===== src/rtl/rcl_pkg.sv =====
package rcl_pkg;
  typedef enum logic [3:0] {
    S_RST, S_CFG_FLUSH, S_CFG_LOAD, S_CFG_UPD, S_CFG_CLR,
    S_DAT_FLUSH, S_DAT_LOAD, S_DONE, S_ERR
  } rcl_state_e;

  localparam logic [1:0] ERR_NONE    = 2'b00;
  localparam logic [1:0] ERR_TIMEOUT = 2'b01;
  localparam logic [1:0] ERR_LENGTH  = 2'b10;
endpackage


===== src/rtl/rcl_step_ctr.sv =====
module rcl_step_ctr #(
  parameter int W = 6
) (
  input  logic         clk,
  input  logic         rst_n,
  input  logic         clr,
  input  logic         en,
  output logic [W-1:0] q
);
  logic [W-1:0] q_d;

  always_comb begin
    q_d = q;
    if (clr)     q_d = '0;
    else if (en) q_d = q + W'(1);
  end

  always_ff @(posedge clk or negedge rst_n) begin
    if (!rst_n) q <= '0;
    else        q <= q_d;
  end
endmodule


===== src/rtl/rcl_sel_tally.sv =====
module rcl_sel_tally #(
  parameter int NSEG = 4,
  parameter int W    = 3
) (
  input  logic         clk,
  input  logic         rst_n,
  input  logic         clr,
  input  logic         inc,
  output logic [W-1:0] q
);
  logic [W-1:0] q_d;

  always_comb begin
    q_d = q;
    if (clr)      q_d = '0;
    else if (inc) q_d = q + W'(1);
  end

  always_ff @(posedge clk or negedge rst_n) begin
    if (!rst_n) q <= '0;
    else        q <= q_d;
  end

  // selected-segment count never exceeds the number of segments
  p_tally_bound_r6: assert property (@(posedge clk) disable iff (!rst_n)
    q <= W'(NSEG));
endmodule


===== src/rtl/rcl_seq_fsm.sv =====
module rcl_seq_fsm
  import rcl_pkg::*;
#(
  parameter int NSEG    = 4,
  parameter int SEG_LEN = 8,
  parameter int LIMIT   = 36,
  parameter int CNT_W   = 6,
  parameter int ADDR_W  = 6,
  parameter int TAL_W   = 3
) (
  input  logic              clk,
  input  logic              rst_n,
  input  logic              chain_so,
  input  logic              rd_bit,
  input  logic [CNT_W-1:0]  cnt,
  input  logic [TAL_W-1:0]  tally,
  output logic              cnt_clr,
  output logic              cnt_en,
  output logic              tally_clr,
  output logic              tally_inc,
  output logic              chain_rst,
  output logic              cfg_mode,
  output logic              shift_en,
  output logic              chain_si,
  output logic              sel_update,
  output logic              sel_clear,
  output logic [ADDR_W-1:0] rd_addr,
  output logic              done,
  output logic              err,
  output logic [1:0]        err_code
);
  rcl_state_e        state_q, state_d;
  logic [1:0]        code_q, code_d;
  logic              code_en;
  logic [CNT_W-1:0]  idx, exp_len;
  logic              cfg_in, dat_in, last_flush, at_limit;

  assign idx        = cnt - CNT_W'(1);
  assign exp_len    = CNT_W'(tally) * CNT_W'(SEG_LEN);
  assign cfg_in     = (cnt != '0) && (cnt <= CNT_W'(NSEG));
  assign dat_in     = (cnt != '0) && (cnt <= exp_len);
  assign last_flush = (cnt == CNT_W'(LIMIT - 1));
  assign at_limit   = (cnt == CNT_W'(LIMIT));

  always_comb begin
    state_d = state_q;
    code_d  = ERR_NONE;
    unique case (state_q)
      S_RST:       state_d = S_CFG_FLUSH;
      S_CFG_FLUSH: if (last_flush) state_d = S_CFG_LOAD;
      S_CFG_LOAD: begin
        if (chain_so) begin
          if (cnt == CNT_W'(NSEG)) state_d = S_CFG_UPD;
          else begin state_d = S_ERR; code_d = ERR_LENGTH; end
        end else if (at_limit) begin
          state_d = S_ERR; code_d = ERR_TIMEOUT;
        end
      end
      S_CFG_UPD:   state_d = S_CFG_CLR;
      S_CFG_CLR:   state_d = S_DAT_FLUSH;
      S_DAT_FLUSH: if (last_flush) state_d = S_DAT_LOAD;
      S_DAT_LOAD: begin
        if (chain_so) begin
          if (cnt == exp_len) state_d = S_DONE;
          else begin state_d = S_ERR; code_d = ERR_LENGTH; end
        end else if (at_limit) begin
          state_d = S_ERR; code_d = ERR_TIMEOUT;
        end
      end
      S_DONE:      state_d = S_DONE;
      S_ERR:       state_d = S_ERR;
      default:     state_d = S_RST;
    endcase
  end

  assign code_en   = (state_d == S_ERR) && (state_q != S_ERR);
  assign cnt_clr   = (state_d != state_q);
  assign cnt_en    = (state_q == S_CFG_FLUSH) || (state_q == S_CFG_LOAD) ||
                     (state_q == S_DAT_FLUSH) || (state_q == S_DAT_LOAD);
  assign tally_clr = (state_q == S_RST);
  assign tally_inc = (state_q == S_CFG_LOAD) && cfg_in && rd_bit;

  always_comb begin
    chain_si = 1'b0;
    rd_addr  = '0;
    if (state_q == S_CFG_LOAD) begin
      rd_addr  = ADDR_W'(idx);
      chain_si = (cnt == '0) ? 1'b1 : (cfg_in & rd_bit);
    end else if (state_q == S_DAT_LOAD) begin
      rd_addr  = ADDR_W'(idx) + ADDR_W'(NSEG);
      chain_si = (cnt == '0) ? 1'b1 : (dat_in & rd_bit);
    end
  end

  assign chain_rst  = (state_q == S_RST);
  assign cfg_mode   = (state_q == S_RST) || (state_q == S_CFG_FLUSH) ||
                      (state_q == S_CFG_LOAD) || (state_q == S_CFG_UPD) ||
                      (state_q == S_CFG_CLR);
  assign shift_en   = cnt_en;
  assign sel_update = (state_q == S_CFG_UPD);
  assign sel_clear  = (state_q == S_CFG_CLR);
  assign done       = (state_q == S_DONE);
  assign err        = (state_q == S_ERR);
  assign err_code   = code_q;

  always_ff @(posedge clk or negedge rst_n) begin
    if (!rst_n) state_q <= S_RST;
    else        state_q <= state_d;
  end

  always_ff @(posedge clk or negedge rst_n) begin
    if (!rst_n)       code_q <= ERR_NONE;
    else if (code_en) code_q <= code_d;
  end

  // the chain strobes never overlap
  p_strobe_excl_r11: assert property (@(posedge clk) disable iff (!rst_n)
    $onehot0({chain_rst, shift_en, sel_update, sel_clear}));
  // a commit is always followed by a clear of the shift stages
  p_upd_then_clr_r5: assert property (@(posedge clk) disable iff (!rst_n)
    sel_update |=> (sel_clear && cfg_mode));
  // done is sticky, exclusive of err, and stops shifting
  p_done_sticky_r7: assert property (@(posedge clk) disable iff (!rst_n)
    done |=> (done && !err && !shift_en));
  // error state is sticky with a stable code
  p_err_sticky_r8: assert property (@(posedge clk) disable iff (!rst_n)
    err |=> (err && $stable(err_code) && !shift_en));
  // the step count never passes the timeout limit
  p_cnt_bound_r8: assert property (@(posedge clk) disable iff (!rst_n)
    cnt <= CNT_W'(LIMIT));
  // a nonzero code only accompanies error state
  p_code_err_r9: assert property (@(posedge clk) disable iff (!rst_n)
    (err_code != ERR_NONE) |-> err);
endmodule


===== src/rtl/repair_chain_loader.sv =====
module repair_chain_loader #(
  parameter int NSEG    = 4,
  parameter int SEG_LEN = 8,
  localparam int LIMIT  = NSEG * (SEG_LEN + 1),
  localparam int CNT_W  = $clog2(LIMIT + 1),
  localparam int ADDR_W = $clog2(NSEG * (SEG_LEN + 1)),
  localparam int TAL_W  = $clog2(NSEG + 1)
) (
  input  logic              clk,
  input  logic              rst_n,
  output logic              chain_rst,
  output logic              cfg_mode,
  output logic              shift_en,
  output logic              chain_si,
  input  logic              chain_so,
  output logic              sel_update,
  output logic              sel_clear,
  output logic [ADDR_W-1:0] rd_addr,
  input  logic              rd_bit,
  output logic              done,
  output logic              err,
  output logic [1:0]        err_code
);
  logic [CNT_W-1:0] cnt;
  logic [TAL_W-1:0] tally;
  logic             cnt_clr, cnt_en, tally_clr, tally_inc;

  rcl_step_ctr #(.W(CNT_W)) u_ctr (
    .clk(clk), .rst_n(rst_n), .clr(cnt_clr), .en(cnt_en), .q(cnt)
  );

  rcl_sel_tally #(.NSEG(NSEG), .W(TAL_W)) u_tally (
    .clk(clk), .rst_n(rst_n), .clr(tally_clr), .inc(tally_inc), .q(tally)
  );

  rcl_seq_fsm #(
    .NSEG(NSEG), .SEG_LEN(SEG_LEN), .LIMIT(LIMIT),
    .CNT_W(CNT_W), .ADDR_W(ADDR_W), .TAL_W(TAL_W)
  ) u_fsm (
    .clk(clk), .rst_n(rst_n), .chain_so(chain_so), .rd_bit(rd_bit),
    .cnt(cnt), .tally(tally), .cnt_clr(cnt_clr), .cnt_en(cnt_en),
    .tally_clr(tally_clr), .tally_inc(tally_inc), .chain_rst(chain_rst),
    .cfg_mode(cfg_mode), .shift_en(shift_en), .chain_si(chain_si),
    .sel_update(sel_update), .sel_clear(sel_clear), .rd_addr(rd_addr),
    .done(done), .err(err), .err_code(err_code)
  );
endmodule


===== config.mk =====
export PLATFORM = sky130hd
export DESIGN_NAME = repair_chain_loader
export DESIGN_NICKNAME = d
export VERILOG_FILES = /design/src/rtl/rcl_pkg.sv /design/src/rtl/rcl_step_ctr.sv /design/src/rtl/rcl_sel_tally.sv /design/src/rtl/rcl_seq_fsm.sv /design/src/rtl/repair_chain_loader.sv
export SDC_FILE = /design/constraint.sdc
export NUM_CORES = 1
export LEC_CHECK = 0
export ABC_AREA = 1
export BUFFER_PORTS_ARGS = -buffer_cell sky130_fd_sc_hd__buf_2
export CORE_UTILIZATION = 40
export DETAILED_ROUTE_END_ITERATION = 8
export PLACE_DENSITY = 0.59
export SLEW_MARGIN = 5
export SYNTH_ARGS = -nofsm -noshare
export SYNTH_HDL_FRONTEND = slang
export SYNTH_SLANG_ARGS = --single-unit

===== constraint.sdc =====
create_clock -name clk -period 2.1 [get_ports clk]
set_input_delay 0.42 -clock clk [delete_from_list [all_inputs] [get_ports clk]]
set_output_delay 0.42 -clock clk [all_outputs]
set_load 0.1 [all_outputs]

Word level (Yosys, flattened, before mapping)
Index checks and enable logic that the tools add are counted.
Widths: inputs -> output; s select.
{ "word_totals": {"regBits": 15, "input_bits": 4, "out_inout_bits": 16, "elab_cells": 68} }
{ "classes": {"addsub": 4, "magnitude_cmp": 2, "n_eq_ne": 15, "mux": 24, "n_bitwise": 2, "reduce_logical": 17} }
{ "ops": {"columns": ["operator", "count"], "rows": [
  ["$pmux 4 s9", 1],
  ["$mux 4", 7],
  ["$mux 6", 4],
  ["$eq 4x3->1 const B", 4],
  ["$eq 6x6->1 const B", 2],
  ["$eq 4x2->1 const B", 2],
  ["$eq 4x4->1 const B", 2],
  ["$mux 2", 4],
  ["$logic_or 1x1->1", 7],
  ["$add 6x1->6 const B", 1],
  ["$add 6x3->6 const B", 1],
  ["$eq 6x3->1 const B", 1],
  ["$eq 6x6->1", 1],
  ["$le 6x3->1 const B", 1],
  ["$le 6x6->1", 1],
  ["$logic_not 6->1", 1],
  ["$mux 3", 2],
  ["$reduce_bool 6->1", 1],
  ["$sub 6x1->6 const B", 1],
  ["$logic_and 1x1->1", 5],
  ["$mux 1", 5],
  ["$eq 4x1->1 const B", 1],
  ["$logic_not 4->1", 1],
  ["$ne 4x4->1", 1],
  ["other kinds (5)", 7]
]} }

Depth between registers and ports, before layout
Gate-level depths: netlist of run 1.
{ "logic_depth": {"depth_word": 6, "ltp_mapped": 14, "ltp_nobuf": 14} }

Modules after synthesis
A second synthesis of run 1 with hierarchy kept.
{ "hier_totals": {"cells_unflattened": 193, "hier_area_um2": 1293.7} }
{ "modules_own_cells": {"columns": ["module", "n_inst", "cells_per_inst", "area_each_um2", "seq_area_each_um2"], "rows": [
  ["rcl_seq_fsm", 1, 137, 830.8, 150.1],
  ["rcl_step_ctr", 1, 39, 320.3, 150.1],
  ["rcl_sel_tally", 1, 17, 142.6, 75.1]
]} }

Worst setup path after synthesis of run 1
Ideal clock, no wire load.
{ "synth_timing": {"path_type": "flip-flop to output port", "from": "register u_ctr.q[0]", "to": "output rd_addr[4]", "t_arrival_ps": 3447, "required_time_ps": 1680, "path_slack_ps": -1767, "path_stages_with_launch": 8, "path_buffers": 0, "cell_sequence": "dfrtp_1 -> inv_1 -> ha_1 -> xnor2_1 -> inv_1 -> ha_1 -> nand3_1 -> nor3b_1"} }
{ "synth_between": {"elab_chain_len": 4} }
{ "synth_rtl": {"columns": ["element", "line", "source"], "rows": [
  ["start, declared", "rcl_step_ctr.sv:8", "output logic [W-1:0] q"],
  ["start signal, assigned", "rcl_step_ctr.sv:20", "else q <= q_d;"],
  ["$sub 6x1->6 *", "rcl_seq_fsm.sv:38", "assign idx = cnt - CNT_W'(1);"],
  ["$add 6x3->6", "rcl_seq_fsm.sv:90", "rd_addr = ADDR_W'(idx) + ADDR_W'(NSEG);"],
  ["$mux 6", "rcl_seq_fsm.sv:89", "end else if (state_q == S_DAT_LOAD) begin"],
  ["$mux 6 *", "rcl_seq_fsm.sv:86", "if (state_q == S_CFG_LOAD) begin"],
  ["end, declared", "repair_chain_loader.sv:18", "output logic [ADDR_W-1:0] rd_addr,"]
]} }
Every way passes the cells marked *; elsewhere a longest branch is shown, timed or not.

Worst setup path in the final report of run 1
{ "layout_timing": {"from": "register u_ctr.q[1]", "to": "output rd_addr[5]"} }
The elaborated chain is that of the path after synthesis.

==> impl_metrics.tcl, run 1 <==
set metrics [dict create \
    outcome "complete, but fails checks" \
    violations "setup timing" \
    p_clk_frac 0.093 \
    area_delta_synth_final_pct 51.7 \
    gp_congestion 0.895 \
    coreArea_um2 3030 \
    combPwrFrac 0.699 \
    tightest_slew_ns 0.485 \
    htree_num_levels 1 \
    drv_cap 0 \
    io_buffers 19 \
    worstSetupStartpointType "register" \
    min_period_ns 2.36 \
    drt_wl_total_um 3340 \
    r2r.worst_path.cells 12 \
    clkSinkCount 15 \
    dieArea_um2 3410 \
    grt_pass1_vias 1248 \
    synth_top_area_frac 0.295 \
    synthTopCellsByArea "dfrtp_1, nand2_1, ha_1" \
    synth_xor_area_frac 0.0747 \
    post-route-period-util 1.12 \
    synth-simple-area-share 0.346 \
    synth_top_family_by_area "simple AND/OR/NAND/NOR gates" \
    path_buf_inv 2 \
    hold_viol_final 0 \
    nets 230 \
    r2r_start "u_ctr.q[4]$_DFFE_PN0P_" \
    vias 1303 \
    drt_iter0_markers 46 \
    tns_ns -0.916 \
    muxShareOfSynthArea 0 \
    peakVddDrop_uv 592 \
    syn_area_um2 1270 \
    hold_path_class "in -> async" \
    rsz0062_at_grt "true" \
    use_met2 0.351 \
    critPathTopFamily "simple AND/OR/NAND/NOR gates" \
    skew_ns 0.00215 \
    routed_via_density 4.99 \
    cp_max_fo 4 \
    nFillCells 253 \
    ys_warn_count 0 \
    max_clock_freq_ghz 0.423 \
    sw_frac_of_total 0.476 \
    routedWlPerCell_um 12.8 \
    r2r_end "u_ctr.q[2]$_DFFE_PN0P_" \
    worstPathArrival_ns 1.94 \
    worstPathCellList "inv_2 -> ha_4 -> nand2_2 -> xor2_2 -> nand3_1 -> or2_1 -> a21oi_4 -> buf_12" \
    dieHeight_um 58.4 \
    endpoint_kind "primary output" \
    grt_pass1_wl_um 5580 \
    ys_types 31 \
    p_leak_nw 0.915 \
    required_ns 1.68 \
    initial_core_util 0.421 \
    netlist_instances 169 \
    r2r_slack_ns 0.21 \
    cts_inserted_buffers 3 \
    grt_max_degree 16 \
    clockBufferDepth 2 \
    seq_power_share 0.208 \
    std_cell_rows 20 \
    final_area_um2 1930 \
    setup_ws_ns -0.262 \
    drc 0 \
    grt-busiest-layer "met2" \
    antenna_cells 0 \
    drive_gt1_frac 0.553 \
    switchingPower_w 0.000896 \
    relSlewSlack 0.679 \
    finalSetupViolations 4 \
    synthAdderAreaFrac 0.0786 \
    cts_tree "yes" \
    grt_use_total 0.209 \
    avgSynthCellArea_um2 7.54 \
    ioPinCount 20 \
    worstSetupPathType "reg -> out" \
    drtPass1Iterations 4 \
    p_int_w 0.000988 \
    use_met1 0.280 \
    seq_area_frac_synth 0.295 \
    clockRootBuffer "clkbuf_4" \
    grt_overflow_total 0 \
    slowest_delay_ns 0.40 \
    ant_nets 0 \
    die_x_um 58.4 \
    total_power_w 0.00188 \
    yosysTopAreaCell "dfrtp_1" \
    dpl_cell_area_um2 1640 \
    clk-insertion-delay-late_ns 0.29 \
    drv_slew 0 \
    yosys_register_bits 15 \
    powerDensity_nw_per_um2 975 \
    antenna_found_initial 0 \
    dp_hpwl_um 2330 \
    crit_slowest_cell "dfrtp_1" \
    grt_use_met3 0.0308 \
    clk_pin_slew_ns 0.09 \
    synth_fp_nets 181 \
    synth_compound_area_frac 0.124 \
]
metal layers:
metal | wire length [um] | vias to the layer above
met1 | 1510 | 615
met4 | 51 | 0
met2 | 1620 | 38
met3 | 158 | 6
met5 | 0 | -
li1 | - | 644
repair_timing:
action	CTS	global route
endpoints found under the setup margin	6	11
hold buffers	0	0
buffers inserted	8	12
resized for setup	12	15
pin swaps	5	9
logic make-up after synthesis:
kind of cell               count (synthesis)
and+or+nand+nor                           84
xor gates and xnor gates                  10
DFF                                       15
AOI/OAI and AO/OA                         25
buffers and inverters                     27
adders and majority gates                  8
cells in the final DEF (no fill, tap or decap), types with 2 or more instances in the layout:
cell type and n:
buf_2 8, inv_2 14, buf_4 24, nand2_1 25
o21ai_0 6, ha_1 5, xor2_2 2, inv_1 11
a21oi_2 4, nand3_1 7, clkbuf_4 7, nor2_2 16
nand2_4 2, dfrtp_2 4, o21ai_2 2, nor2_1 8
xor2_1 7, nand3_2 4, nand4_1 2, nor3_1 3
nand2_2 9, ha_4 2, nor2_4 4, a21oi_1 5
dfrtp_1 11, buf_12 9
stage by stage:
step | worst slack (ns) | hold WS, ns | util | std cells
detailed placement | 0.0371 | 0.360 | 0.543 | 237
global route | -0.346 | 0.0415 | 0.638 | 261
CTS | -0.217 | 0.0409 | 0.593 | 249
finish | -0.262 | 0.0242 | 0.638 | 261
floorplan | -0.425 | 0.124 | - | 169
global placement | 0.0664 | 0.354 | 0.543 | 237
sequential cells by signal (all words and copies together) (netlist names):
| register | flops |
|---|---|
| u_ctr.q | 6 |
| u_fsm.err_code | 2 |
| u_fsm.state_q | 4 |
| u_tally.q | 3 |
power by group through the flow:
| stage | clock (W) | sequential (W) | combinational [W] |
|---|---|---|---|
| floorplan | 0 | 0.000396 | 0.000730 |
| global placement | 0 | 0.000398 | 0.000900 |
| detailed placement | 0 | 0.000402 | 0.000913 |
| CTS | 0.000180 | 0.000393 | 0.00110 |
| global route | 0.000195 | 0.000396 | 0.00142 |
| finish | 0.000176 | 0.000391 | 0.00132 |
area by class of cell:
cell class / count / area, um2 / share of cell area
Multi-Input combinational cell: 127 / 937 / 0.485
Timing Repair Buffer: 45 / 430 / 0.223
Sequential cell: 15 / 380 / 0.197
Inverter: 26 / 103 / 0.0531
Tap cell: 44 / 55.1 / 0.0285
Clock buffer: 4 / 26.3 / 0.0136
worst max-delay path by stage:
stage / start / cells after the start / end
after detailed placement: u_ctr.q[2]$_DFFE_PN0P_ / 7 / rd_addr[4]
after CTS: u_ctr.q[2]$_DFFE_PN0P_ / 6 / rd_addr[3]
final: u_ctr.q[1]$_DFFE_PN0P_ / 8 / rd_addr[5]
after global routing: u_ctr.q[1]$_DFFE_PN0P_ / 8 / rd_addr[5]
after floorplan: u_fsm.state_q[0]$_DFF_PN0_ / 5 / rd_addr[0]
after global placement: u_ctr.q[1]$_DFFE_PN0P_ / 8 / rd_addr[5]
synth_stat cells (all sizes together):
| cell type | n |
|---|---|
| ha | 8 |
| nor4 | 1 |
| dfrtp | 15 |
| a22o | 1 |
| nand3 | 11 |
| nor3b | 1 |
| xor2 | 9 |
| or2 | 1 |
| nor2 | 28 |
| a21oi | 10 |
| a311o | 1 |
| nand2 | 36 |
| xnor2 | 1 |
| a211o | 1 |
| inv | 26 |
| nor3 | 4 |
| a31oi | 1 |
| nand4 | 2 |
| o21ai | 10 |
| buf | 1 |
| a21o | 1 |
(Power assumes the default switching activity.)
==> inputs of run 2 (changes only) <==
--- a/config.mk
+++ b/config.mk
@@ -8,8 +8,10 @@
 export ABC_AREA = 1
 export BUFFER_PORTS_ARGS = -buffer_cell sky130_fd_sc_hd__buf_2
 export CORE_UTILIZATION = 40
+export CTS_CLUSTER_SIZE = 10
 export DETAILED_ROUTE_END_ITERATION = 8
-export PLACE_DENSITY = 0.59
+export PLACE_DENSITY = 0.61
+export SETUP_SLACK_MARGIN = 0.15
 export SLEW_MARGIN = 5
 export SYNTH_ARGS = -nofsm -noshare
 export SYNTH_HDL_FRONTEND = slang
==> constraint.sdc (replaced) <==
create_clock -name clk -period 2.01 [get_ports clk]
set_input_delay 0.402 -clock clk [delete_from_list [all_inputs] [get_ports clk]]
set_output_delay 0.402 -clock clk [all_outputs]
set_load 0.1 [all_outputs]
==> run 2 against run 1 <==
The flow still finishes with violations (setup timing). Critical endpoint unchanged. First-iteration DRC count decreased by 22%. Critical path depth did not move. Sequential power rose by 2%. Final cell count rose by 1.9%. Combinational power grew 26%. Clock skew is 0.0013 ns lower. Hold slack worse by 0.0088 ns. Clock-buffer cell count is the same. Flip-flop and latch count stayed put. Worst setup slack worse by 0.020 ns. Sequential share of layout area down 2.4 points.
==> impl_metrics.tcl, run 2 (same netlist as run 1, synthesis figures left out) <==
set metrics [dict create \
    clockBufferDepth 2 \
    reg_top3 "u_ctr.q x6, u_fsm.state_q x4, u_tally.q x3" \
    grt_max_degree 16 \
    hold_path_class "in -> async" \
    post-route-period-util 1.14 \
    skew_ns 0.000874 \
    htree_num_levels 1 \
    dp_hpwl_um 2520 \
    drive_gt1_frac 0.604 \
    grt_pass1_vias 1331 \
    routedWlPerCell_um 13.4 \
    grt_pass1_wl_um 5630 \
    hold_viol_final 0 \
    largest_register "u_ctr.q" \
    largest_reg_flops 6 \
    initial_core_util 0.421 \
    drt_wl_total_um 3560 \
    p_leak_nw 0.991 \
    ant_nets 0 \
    tns_ns -1.06 \
    clk-insertion-delay-late_ns 0.28 \
    clk_pin_slew_ns 0.09 \
    ioPinCount 20 \
    register_area_um2 378 \
    dieArea_um2 3410 \
    cts_inserted_buffers 3 \
    setup_ws_ns -0.282 \
    drc 0 \
    nets 235 \
    required_ns 1.61 \
    finalSetupViolations 5 \
    dp_worst_setup_slack_ns -0.0497 \
    antenna_found_initial 0 \
    max_clock_freq_ghz 0.436 \
    tightest_slew_ns 0.487 \
    worstPathArrival_ns 1.89 \
    dieHeight_um 58.4 \
    peakVddDrop_uv 797 \
    dpl_cell_area_um2 1810 \
    r2r_slack_ns 0.17 \
    io_buffers 19 \
    area_delta_synth_final_pct 72.0 \
    gp_congestion 0.902 \
    multiInputGateArea_um2 1080 \
    nFillCells 222 \
    whs_ns 0.0154 \
    final_common_cell "buf_4" \
    r2r_start "u_ctr.q[1]$_DFFE_PN0P_" \
    routed_via_density 4.99 \
    violations "setup timing" \
    drv_cap 0 \
    crit_start "u_ctr.q[1]$_DFFE_PN0P_" \
    std_cell_rows 20 \
    cts_tree "yes" \
    worstSetupPathType "reg -> out" \
    antenna_cells 0 \
    hold_buffers 0 \
    min_period_ns 2.29 \
    drt_iter0_markers 36 \
    grt_use_total 0.214 \
    drtPass1Iterations 4 \
    clockRootBuffer "clkbuf_4" \
    outcome "complete, but fails checks" \
    cp_max_fo 3 \
    clkSinkCount 15 \
    worstSetupStartpointType "register" \
    endpoint_kind "primary output" \
    relSlewSlack 0.677 \
    rsz0062_at_grt "true" \
    vias 1327 \
    final_area_um2 2190 \
    layout_common_cells "buf_4, nand2_1, dfrtp_1" \
    drv_slew 0 \
    die_x_um 58.4 \
    grt_overflow_total 0 \
    coreArea_um2 3030 \
    powerDensity_nw_per_um2 1020 \
]
[run 2: area by class of cell]
class,instances,area share
well taps,44,0.0251
inverters,26,0.0491
repair buffers,50,0.250
multi-input cells,127,0.492
clock buffers,4,0.0120
flip-flops and latches,15,0.172
[run 2: per-layer routing]
metal | track usage | share of wire | routed length (um)
met4 | 0.0986 | 0.042 | 148
met1 | 0.259 | 0.42 | 1480
met5 | 0 | 0 | 0
met3 | 0.0418 | 0.042 | 150
met2 | 0.368 | 0.50 | 1780
[run 2: stage by stage]
step                      power, W  cells   util
final                      0.00224    266  0.724
after global routing       0.00238    266  0.724
after detailed placement   0.00162    246  0.598
after floorplan            0.00128    169      -
after CTS                  0.00196    261  0.672
after global placement     0.00160    246  0.598
[run 2: repair_timing]
item                       in CTS  in global routing
hold endpoints to repair        0                  0
gates resized for setup        27                 30
buffers inserted               11                  5
setup endpoints to repair      18                 24
gates cloned                    0                  0
pin swaps                      13                 13
[run 2: worst paths after layout]
kind                                            endpoint  cells past startpoint
setup reg to reg                  u_ctr.q[4]$_DFFE_PN0P_                     16
min in group clk                u_tally.q[2]$_DFFE_PN0P_                      3
hold reg to reg            u_fsm.err_code[0]$_DFFE_PN0P_                      1
max in group asynchronous         u_ctr.q[4]$_DFFE_PN0P_                      1
hold / removal                  u_tally.q[1]$_DFFE_PN0P_                      1
setup / recovery                              rd_addr[5]                      8
[run 2: where the power goes]
group | internal, W | switching, W
Clock | 0.0000770 | 0.0000983
Combinational | 0.000758 | 0.000905
Sequential | 0.000350 | 0.0000493
Total | 0.00119 | 0.00105
[run 2: worst max-delay path, cell delays in order, from the launching register on]
cell and delay [ns]:
dfrtp_1 0.40, inv_2 0.11, ha_4 0.19, nand2_4 0.05, xor2_2 0.16, nand3_2 0.10
or2_4 0.25, a21oi_4 0.17, buf_12 0.19
